$ cat config.mk
export PLATFORM = sky130hd
export DESIGN_NAME = cms_mem_server
export DESIGN_NICKNAME = d
export VERILOG_FILES = /design/src/rtl/cms_pkg.sv /design/src/rtl/cms_rx.sv /design/src/rtl/cms_tx.sv /design/src/rtl/cms_mem_server.sv
export SDC_FILE = /design/constraint.sdc
export NUM_CORES = 1
export LEC_CHECK = 0
export ABC_AREA = 1
export BUFFER_PORTS_ARGS = -buffer_cell sky130_fd_sc_hd__clkbuf_2
export CAP_MARGIN = 20
export CELL_PAD_IN_SITES_DETAIL_PLACEMENT = 0
export CELL_PAD_IN_SITES_GLOBAL_PLACEMENT = 1
export CORE_ASPECT_RATIO = 1.25
export CORE_MARGIN = 8
export CORE_UTILIZATION = 32
export DETAILED_ROUTE_END_ITERATION = 10
export PLACE_DENSITY = 0.76
export SLEW_MARGIN = 20
export SYNTH_ARGS = -nofsm -noshare
export SYNTH_HDL_FRONTEND = slang
export SYNTH_SLANG_ARGS = --single-unit
$ cat constraint.sdc
create_clock -name clk -period 1.59 [get_ports clk]
set_input_delay 0.2385 -clock clk [delete_from_list [all_inputs] [get_ports clk]]
set_output_delay 0.2385 -clock clk [all_outputs]
set_load 0.01 [all_outputs]
$ cat src/rtl/cms_pkg.sv
package cms_pkg;
  localparam int WORD_W       = 32;
  localparam int TAG_W        = 8;
  localparam int HDR_MARK_BIT = 31;
  localparam int HDR_KIND_BIT = 0;
  localparam int HDR_TAG_LSB  = 8;

  typedef enum logic {
    REQ_FETCH       = 1'b0,
    REQ_WBACK_FETCH = 1'b1
  } req_kind_e;

  function automatic logic [WORD_W-1:0] reply_header(input logic [TAG_W-1:0] tag,
                                                     input req_kind_e kind);
    logic [WORD_W-1:0] h;
    h = '0;
    h[HDR_TAG_LSB +: TAG_W] = tag;
    h[HDR_KIND_BIT] = kind;
    return h;
  endfunction

  function automatic logic is_marked(input logic [WORD_W-1:0] hdr);
    return hdr[HDR_MARK_BIT];
  endfunction
endpackage

$ cat src/rtl/cms_rx.sv
module cms_rx
  import cms_pkg::*;
#(
  parameter int LINE_AW    = 8,
  parameter int LINE_WORDS = 8,
  parameter int HDR_WORDS  = 3
) (
  input  logic                                   clk,
  input  logic                                   rst_n,
  input  logic                                   in_valid,
  input  logic                                   in_sop,
  input  logic [WORD_W-1:0]                      in_data,
  input  logic                                   tx_finish,
  output logic                                   rx_ready,
  output logic                                   req_done,
  output req_kind_e                              req_kind,
  output logic [TAG_W-1:0]                       req_tag,
  output logic [LINE_AW-1:0]                     fetch_line,
  output logic                                   wr_en,
  output logic [LINE_AW+$clog2(LINE_WORDS)-1:0]  wr_addr,
  output logic [WORD_W-1:0]                      wr_data
);
  localparam int CELL_WORDS = HDR_WORDS + LINE_WORDS;
  localparam int IDX_W      = $clog2(CELL_WORDS);
  localparam int OFF_W      = $clog2(LINE_WORDS);
  localparam logic [IDX_W-1:0] FETCH_IDX = IDX_W'(1);
  localparam logic [IDX_W-1:0] WBACK_IDX = IDX_W'(2);
  localparam logic [IDX_W-1:0] DATA0_IDX = IDX_W'(HDR_WORDS);
  localparam logic [IDX_W-1:0] LAST_IDX  = IDX_W'(CELL_WORDS - 1);

  function automatic logic [OFF_W-1:0] line_offset(input logic [IDX_W-1:0] idx);
    return OFF_W'(idx - DATA0_IDX);
  endfunction

  logic               active_q, keep_q, busy_q;
  logic [IDX_W-1:0]   idx_q;
  logic [LINE_AW-1:0] wback_line_q;

  // Named events for the assertions and the write path
  logic accept_sop, body_word, payload_word;
  assign accept_sop   = in_valid && in_sop && !busy_q && !is_marked(in_data);
  assign body_word    = in_valid && !in_sop && active_q;
  assign payload_word = body_word && keep_q && (idx_q >= DATA0_IDX);

  assign rx_ready = !busy_q;
  assign req_done = body_word && keep_q && (idx_q == LAST_IDX);
  assign wr_en    = payload_word && (req_kind == REQ_WBACK_FETCH);
  assign wr_addr  = {wback_line_q, line_offset(idx_q)};
  assign wr_data  = in_data;

  always_ff @(posedge clk) begin
    if (!rst_n) begin
      active_q     <= 1'b0;
      keep_q       <= 1'b0;
      busy_q       <= 1'b0;
      idx_q        <= '0;
      req_kind     <= REQ_FETCH;
      req_tag      <= '0;
      fetch_line   <= '0;
      wback_line_q <= '0;
    end else begin
      if (in_valid && in_sop) begin
        active_q <= 1'b1;
        idx_q    <= FETCH_IDX;
        keep_q   <= accept_sop;
        if (accept_sop) begin
          busy_q   <= 1'b1;
          req_kind <= req_kind_e'(in_data[HDR_KIND_BIT]);
          req_tag  <= in_data[HDR_TAG_LSB +: TAG_W];
        end
      end else if (body_word) begin
        idx_q <= idx_q + 1'b1;
        if (idx_q == LAST_IDX) active_q <= 1'b0;
        if (keep_q && idx_q == FETCH_IDX) fetch_line   <= in_data[LINE_AW-1:0];
        if (keep_q && idx_q == WBACK_IDX) wback_line_q <= in_data[LINE_AW-1:0];
      end
      if (tx_finish) busy_q <= 1'b0;
    end
  end

  // write-back words land at consecutive addresses as they arrive
  p_wr_addr_step_r3: assert property (@(posedge clk) disable iff (!rst_n)
    wr_en && $past(wr_en) |-> wr_addr == $past(wr_addr) + 1'b1);

  // a marked cell never takes the receiver out of the ready state
  p_mark_keeps_ready_r7: assert property (@(posedge clk) disable iff (!rst_n)
    in_valid && in_sop && in_data[HDR_MARK_BIT] && rx_ready |=> rx_ready);

  // a header taken while busy never leads to a write in the next cycle
  p_busy_drop_r8: assert property (@(posedge clk) disable iff (!rst_n)
    in_valid && in_sop && !rx_ready |=> !wr_en);
endmodule

$ cat src/rtl/cms_tx.sv
module cms_tx
  import cms_pkg::*;
#(
  parameter int LINE_AW    = 8,
  parameter int LINE_WORDS = 8,
  parameter int HDR_WORDS  = 3
) (
  input  logic                                   clk,
  input  logic                                   rst_n,
  input  logic                                   start,
  input  req_kind_e                              req_kind,
  input  logic [TAG_W-1:0]                       req_tag,
  input  logic [LINE_AW-1:0]                     fetch_line,
  input  logic [WORD_W-1:0]                      mem_rdata,
  output logic                                   rd_en,
  output logic [LINE_AW+$clog2(LINE_WORDS)-1:0]  rd_addr,
  output logic                                   tx_finish,
  output logic                                   out_valid,
  output logic                                   out_sop,
  output logic [WORD_W-1:0]                      out_data
);
  localparam int CELL_WORDS = HDR_WORDS + LINE_WORDS;
  localparam int IDX_W      = $clog2(CELL_WORDS);
  localparam int OFF_W      = $clog2(LINE_WORDS);
  localparam logic [IDX_W-1:0] FIRST_RD = IDX_W'(HDR_WORDS - 1);
  localparam logic [IDX_W-1:0] DATA0    = IDX_W'(HDR_WORDS);
  localparam logic [IDX_W-1:0] LAST_IDX = IDX_W'(CELL_WORDS - 1);

  function automatic logic [OFF_W-1:0] read_offset(input logic [IDX_W-1:0] slot);
    return OFF_W'(slot - FIRST_RD);
  endfunction

  logic              running_q;
  logic [IDX_W-1:0]  slot_q;
  logic [WORD_W-1:0] word_nxt;

  assign rd_en     = running_q && (slot_q >= FIRST_RD) && (slot_q < LAST_IDX);
  assign rd_addr   = {fetch_line, read_offset(slot_q)};
  assign tx_finish = running_q && (slot_q == LAST_IDX);

  always_comb begin
    if (slot_q == '0)          word_nxt = reply_header(req_tag, req_kind);
    else if (slot_q == 1)      word_nxt = WORD_W'(fetch_line);
    else if (slot_q < DATA0)   word_nxt = '0;
    else                       word_nxt = mem_rdata;
  end

  always_ff @(posedge clk) begin
    if (!rst_n) begin
      running_q <= 1'b0;
      slot_q    <= '0;
      out_valid <= 1'b0;
      out_sop   <= 1'b0;
      out_data  <= '0;
    end else begin
      out_valid <= running_q;
      out_sop   <= running_q && (slot_q == '0);
      out_data  <= running_q ? word_nxt : '0;
      if (start) begin
        running_q <= 1'b1;
        slot_q    <= '0;
      end else if (running_q) begin
        slot_q <= slot_q + 1'b1;
        if (tx_finish) running_q <= 1'b0;
      end
    end
  end

  // line reads walk the fetch line word by word
  p_rd_addr_step_r5: assert property (@(posedge clk) disable iff (!rst_n)
    rd_en && $past(rd_en) |-> rd_addr == $past(rd_addr) + 1'b1);

  // the reply never stops before its last word
  p_reply_contig_r5: assert property (@(posedge clk) disable iff (!rst_n)
    out_valid && !$past(tx_finish) |=> out_valid);
endmodule

$ cat src/rtl/cms_mem_server.sv
module cms_mem_server
  import cms_pkg::*;
#(
  parameter int LINE_AW    = 8,
  parameter int LINE_WORDS = 8,
  parameter int HDR_WORDS  = 3,
  localparam int MEM_AW    = LINE_AW + $clog2(LINE_WORDS)
) (
  input  logic              clk,
  input  logic              rst_n,
  input  logic              in_valid,
  input  logic              in_sop,
  input  logic [WORD_W-1:0] in_data,
  output logic              rx_ready,
  output logic              out_valid,
  output logic              out_sop,
  output logic [WORD_W-1:0] out_data,
  output logic              mem_we,
  output logic              mem_re,
  output logic [MEM_AW-1:0] mem_addr,
  output logic [WORD_W-1:0] mem_wdata,
  input  logic [WORD_W-1:0] mem_rdata
);
  logic               req_done, tx_finish, wr_en, rd_en;
  req_kind_e          req_kind;
  logic [TAG_W-1:0]   req_tag;
  logic [LINE_AW-1:0] fetch_line;
  logic [MEM_AW-1:0]  wr_addr, rd_addr;
  logic [WORD_W-1:0]  wr_data;

  cms_rx #(.LINE_AW(LINE_AW), .LINE_WORDS(LINE_WORDS), .HDR_WORDS(HDR_WORDS)) u_rx (
    .clk(clk), .rst_n(rst_n), .in_valid(in_valid), .in_sop(in_sop), .in_data(in_data),
    .tx_finish(tx_finish), .rx_ready(rx_ready), .req_done(req_done), .req_kind(req_kind),
    .req_tag(req_tag), .fetch_line(fetch_line), .wr_en(wr_en), .wr_addr(wr_addr),
    .wr_data(wr_data)
  );

  cms_tx #(.LINE_AW(LINE_AW), .LINE_WORDS(LINE_WORDS), .HDR_WORDS(HDR_WORDS)) u_tx (
    .clk(clk), .rst_n(rst_n), .start(req_done), .req_kind(req_kind), .req_tag(req_tag),
    .fetch_line(fetch_line), .mem_rdata(mem_rdata), .rd_en(rd_en), .rd_addr(rd_addr),
    .tx_finish(tx_finish), .out_valid(out_valid), .out_sop(out_sop), .out_data(out_data)
  );

  assign mem_we    = wr_en;
  assign mem_re    = rd_en;
  assign mem_addr  = rd_en ? rd_addr : wr_addr;
  assign mem_wdata = wr_data;

  // writes and reads never share the memory port
  p_port_exclusive_r3: assert property (@(posedge clk) disable iff (!rst_n)
    !(mem_we && mem_re));

  // reply header two cycles after the last request word
  p_turnaround_r6: assert property (@(posedge clk) disable iff (!rst_n)
    req_done |-> ##2 (out_valid && out_sop));

  // ready returns only together with the final reply word
  p_ready_with_last_r8: assert property (@(posedge clk) disable iff (!rst_n)
    $rose(rx_ready) |-> out_valid && !out_sop);

  // outputs quiet while in reset
  always_comb begin
    if (!rst_n) p_reset_quiet_r1: assert (!mem_we && !mem_re);
  end
endmodule

[Word level (Yosys, flattened, before mapping)]
Index checks and enable logic that the tools add are counted.
Storage, ports and cells
  flip-flop bits (word level): 71
  bits in latches: 0
  memory bits (writable): 0
  memory bits (read-only): 0
  input port bits: 68
  output and inout port bits: 80
  word-level logic and storage cells: 75
  memories: 0
Cells by class
  add/subtract/negate cells: 4
  multiply operators: 0
  divide/modulo/power cells: 0
  $lt $le $gt $ge: 4
  equal/unequal tests: 5
  shift-type cells: 0
  multiplexer cells: 12
  bitwise logic cells: 3
  reduce and logical (&&, ||, !) cells: 31
Operators by type and width (count)
  $mux 16: 3
  $logic_and 1x1->1: 15
  $mux 11: 1
  $add 4x1->4 const B: 2
  $eq 4x1->1 const B: 2
  $eq 4x4->1 const B: 2
  $ge 4x2->1 const B: 2
  $mux 1: 8
  $reduce_and 2->1: 3
  $reduce_and 3->1: 2
  $reduce_or 2->1: 3
  $sub 3x2->3 const B: 2
  $reduce_or 5->1: 1
  $eq 4x2->1 const B: 1
  $logic_not 4->1: 1
  $lt 4x2->1 const B: 1
  $lt 4x4->1 const B: 1
  $reduce_bool 2->1: 2
  $logic_not 1->1: 3
  $not 1->1: 3
  $reduce_or 3->1: 1

[Depth between registers and ports, before layout]
  depth in word-level cells: 6
  depth in mapped cells: 9
  mapped depth without buffers: 8

[Hierarchy]
From an unflattened synthesis, not the netlist that was laid out.
Unflattened totals
  cells, all modules: 451
  area, all modules: 3337.0 sq um
By module, submodules not included
  cms_rx: instances 1, cells an instance 222, area each 1642.8 sq um, seq. area each 640.6 sq um
  cms_tx: instances 1, cells an instance 193, area each 1547.7 sq um, seq. area each 780.7 sq um
  cms_mem_server: instances 1, cells an instance 36, area each 146.4 sq um, seq. area each 0.0 sq um

[Worst setup path after synthesis]
Ideal clock, no wire load.
  path kind: register to output
  from: register u_tx.slot_q[0]
  to: output mem_addr[10]
  arrival time: 1.269 ns
  data required time: 1.351 ns
  setup slack: 0.082 ns
  cell stages (with the launch flop): 9
  path buffers: 1
  path through: dfxtp_1 inv_1 ha_1 nor2_1 nand2_1 nand3_2 buf_2 nand2_1 nand2_1
On the way
  word-level cells in the longest chain between the ends: 4
  elaborated cells on any way between the ends: 5
  classes of those cells: order compare: 2; mux: 1; reduce/logical: 2
Ends and longest elaborated chain
  start: declaration: line cms_tx.sv:34  | logic [IDX_W-1:0] slot_q;
  start signal: assignment: line cms_tx.sv:63  | slot_q <= slot_q + 1'b1;
  $ge 4x2->1: line cms_tx.sv:37  | assign rd_en = running_q && (slot_q >= FIRST_RD) && (slot_q < LAST_IDX);
  $logic_and 1x1->1: line cms_tx.sv:37
  $logic_and 1x1->1 *: line cms_tx.sv:37
  $mux 11 *: line cms_mem_server.sv:46  | assign mem_addr = rd_en ? rd_addr : wr_addr;
  end: declaration: line cms_mem_server.sv:20  | output logic [MEM_AW-1:0] mem_addr,
Mark *: on every way between the ends. The rest lies on a longest branch, timed or not.

[Worst setup path after layout]
  from: register u_tx.slot_q[0]
  to: output mem_re
On the way
  word-level cells in the longest chain between the ends: 3
  elaborated cells on any way between the ends: 4
  classes of those cells: order compare: 2; reduce/logical: 2
Ends and longest elaborated chain
  $ge 4x2->1: line cms_tx.sv:37
  $logic_and 1x1->1: line cms_tx.sv:37
  $logic_and 1x1->1 *: line cms_tx.sv:37
  end: declaration: line cms_mem_server.sv:19  | output logic mem_re,
Marks and branches as above.

==> impl_metrics.yaml <==
run_status:
  status: "complete, but fails checks"
  failed_checks: "setup timing"
grt:
  grt_pass1_vias: 2878
  grt_max_degree: 31
  grt_overflow: 0
  grt_pass1_wl_mm: 13.4
  antenna_found_initial: 0
  track_usage: 0.125
placed_design:
  place_ws_ns: -0.0206
  placed_cells: 647
  dp_hpwl_mm: 6.57
  port_buffers: 117
  place_congestion: 0.758
floorplan:
  core-area_um2: 10000
  die-area_um2: 13600
  rows: 41
  initial_utilization: 0.324
  die-width_um: 106
  dieHeight_um: 129
  num_io_pins: 148
logic_synthesis:
  synth_nets: 504
  syn_avg_cell_area_um2: 7.59
  netlist_area_um2: 3240
  ys_warn_count: 0
  synth_area_leaders: "dfxtp_1, nand2_1, nor2_1, buf_4, inv_1"
  ys_async_sr_fraction: 0
  synth_ff_type: "dfxtp_1"
  synth_edf_count: 0
  synth_top_cell_by_area: "dfxtp_1"
  yosysSeqAreaShare: 0.439
  synth_top_cell_area_share: 0.439
  synthCells: 427
  ys_ff_latch: 71
  yosysUniqueCellTypes: 30
timing:
  slew_headroom: 0.732
  finalSetupViolCount: 12
  rsz0062_at_grt: "true"
  slew_violations: 0
  clock-skew-final_ns: 0.00621
  fin_crit_sh: 1.15
  max_freq_mhz: 545
  timing.final.ws_setup_ns: -0.246
  finalHoldViolCount: 0
  tns_ns: -2.73
  fin_crit_ns: 1.84
  tightestPinTransition_ns: 0.401
layout:
  antenna_cells: 0
  fin_util: 0.454
  drive_above_1_share: 0.412
  area_growth_pct: 40.0
  fillers: 996
  layoutNonFillerInstCount: 675
  fin_nets: 618
detailed_routing:
  via_per_inst: 4.22
  vias: 2846
  dr.pass1.iters: 4
  postRouteWirelength_mm: 8.47
  wl_per_cell_um: 12.6
  drc: 0
  drt-initial-drc-count: 93
  ant_nets: 0
worst_setup_path:
  required_ns: 1.35
  worstPathCellList: "inv_2 -> ha_4 -> nor2_4 -> nand2_2 -> nand3_4 -> buf_12 -> inv_8 -> buf_4 -> buf_6"
  start_kind: "flip-flop"
  cp_slowest_stage_delay_ns: 0.34
  worstPathArrival_ns: 1.60
  crit_path_end_kind: "output pin"
  critical-path-slowest-cell: "dfxtp_2"
  worstSetupPathType: "reg2out"
  cp_max_fo: 6
power_and_ir_drop:
  power_density_nw_per_um2: 1030
  ir_drop_mv: 0.445
  p_leak_nw: 2.32
  report.power.total_mw: 4.67
clock_network:
  cts_tree: "built"
  clkSinkCount: 71
  cts_max_path_buffers: 2
  clock_latency_ns: 0.33
  cts_root_buf: "clkbuf_16"
  numCtsBuffers: 9
  htreeDepth: 3
  cts.clk_slew.worst_paths_ns: 0.06
job:
  drv_cap: 0
min_path:
  hold_path_class: "in2reg"
-- layout by cell type (no fill, tap or decap), drive strengths merged --
| cell type | count |
|---|---|
| buf | 38 |
| clkinv | 4 |
| nand2 | 118 |
| xnor2 | 1 |
| nor2 | 85 |
| nor2b | 1 |
| o21ai | 17 |
| xor2 | 3 |
| clkbuf | 114 |
| nand4 | 1 |
| bufinv | 5 |
| inv | 47 |
| a211oi | 1 |
| a21oi | 7 |
| dfxtp | 71 |
| ha | 9 |
| nand3 | 24 |
-- flip-flops by register name (all words and copies together), names as in the netlist --
name	cells
u_tx.out_data	32
u_rx.fetch_line	8
u_rx.req_tag	8
u_rx.wback_line_q	8
u_rx.idx_q	4
u_tx.slot_q	4
u_rx.active_q	1
u_rx.busy_q	1
u_rx.keep_q	1
u_rx.req_kind	1
u_tx.out_sop	1
u_tx.out_valid	1
u_tx.running_q	1
-- cells in the mapped netlist (2+ instances only) --
master,count
ha_1,9
nor2_1,69
buf_6,2
o21ai_0,14
inv_1,43
buf_4,34
nand2_2,3
a21oi_1,7
o21ai_1,2
nand2_1,113
dfxtp_1,71
clkbuf_1,3
nand3_2,2
nand2_4,2
nand3_1,22
nor2_2,3
xor2_1,3
nor2_4,13
-- layer usage --
layer	track usage	vias up	wire, µm
li1	-	1493	-
met5	0	-	0
met2	0.218	97	4360
met4	0.0680	0	152
met3	0.0465	13	671
met1	0.129	1243	3290
-- critical path, delay by kind of cell (launching register included) --
kind	cells	cell delay, ns
buffers and inverters	5	0.46
flip-flops	1	0.34
AND/OR/NAND/NOR	3	0.30
adder cells (fa/ha/maj)	1	0.16
-- cells by family (layout without fill, tap and decap cells) --
group           Yosys count  in the layout  share of synthesized area
compound gates           25             25                     0.0405
xor+xnor                  4              4                     0.0108
fa+ha+maj                 9              9                     0.0347
buf+inv                  89            208                      0.154
flops                    71             71                      0.439
simple gates            229            229                      0.321
-- final timing paths --
path / to / startpoint / cells past startpoint / slack (ns)
hold reg to reg: u_tx.out_data[10]$_SDFF_PN0_ / u_rx.req_tag[2]$_SDFFE_PN0P_ / 2 / 0.45
setup reg to reg: u_tx.out_data[9]$_SDFF_PN0_ / u_tx.slot_q[1]$_SDFFE_PP0P_ / 10 / 0.08
setup / recovery: mem_re / u_tx.slot_q[0]$_SDFFE_PP0P_ / 9 / -0.25
hold / removal: u_tx.out_data[5]$_SDFF_PP0_ / mem_rdata[5] / 3 / 0.10
-- where the power goes --
group          total (mW)  leakage [nW]  internal, mW  switching, mW
registers            1.81         0.576          1.80         0.0144
clock network        2.61         0.190          1.86          0.753
logic               0.250          1.55         0.106          0.144
-- through the flow --
step / hold WS, ns / instance area, µm²
final: 0.102 / 4540
after floorplan: 0.342 / 3240
after detailed placement: 0.438 / 3790
after global routing: 0.0907 / 4540
after CTS: 0.0902 / 4330
after global placement: 0.430 / 3790
-- final cells by class --
class                           instances  area (µm²)  area share
Clock buffer                            9         225      0.0496
Clock inverter                          7         168      0.0370
Inverter                               47         198      0.0436
Multi-Input combinational cell        267        1470       0.324
Sequential cell                        71        1430       0.315
Tap cell                              129         161      0.0356
Timing Repair Buffer                  143         871       0.192
Timing Repair inverter                  2        15.0     0.00331
-- what timing repair did --
action / CTS / global route
setup buffers: 6 / 5
pin swaps: 12 / 11
cloned: 1 / 1
endpoints found under the setup margin: 22 / 44
hold endpoints to repair: 0 / 0
resized for setup: 30 / 54
hold buffers: 0 / 0
Note: power is estimated with default switching activity, not from simulation.
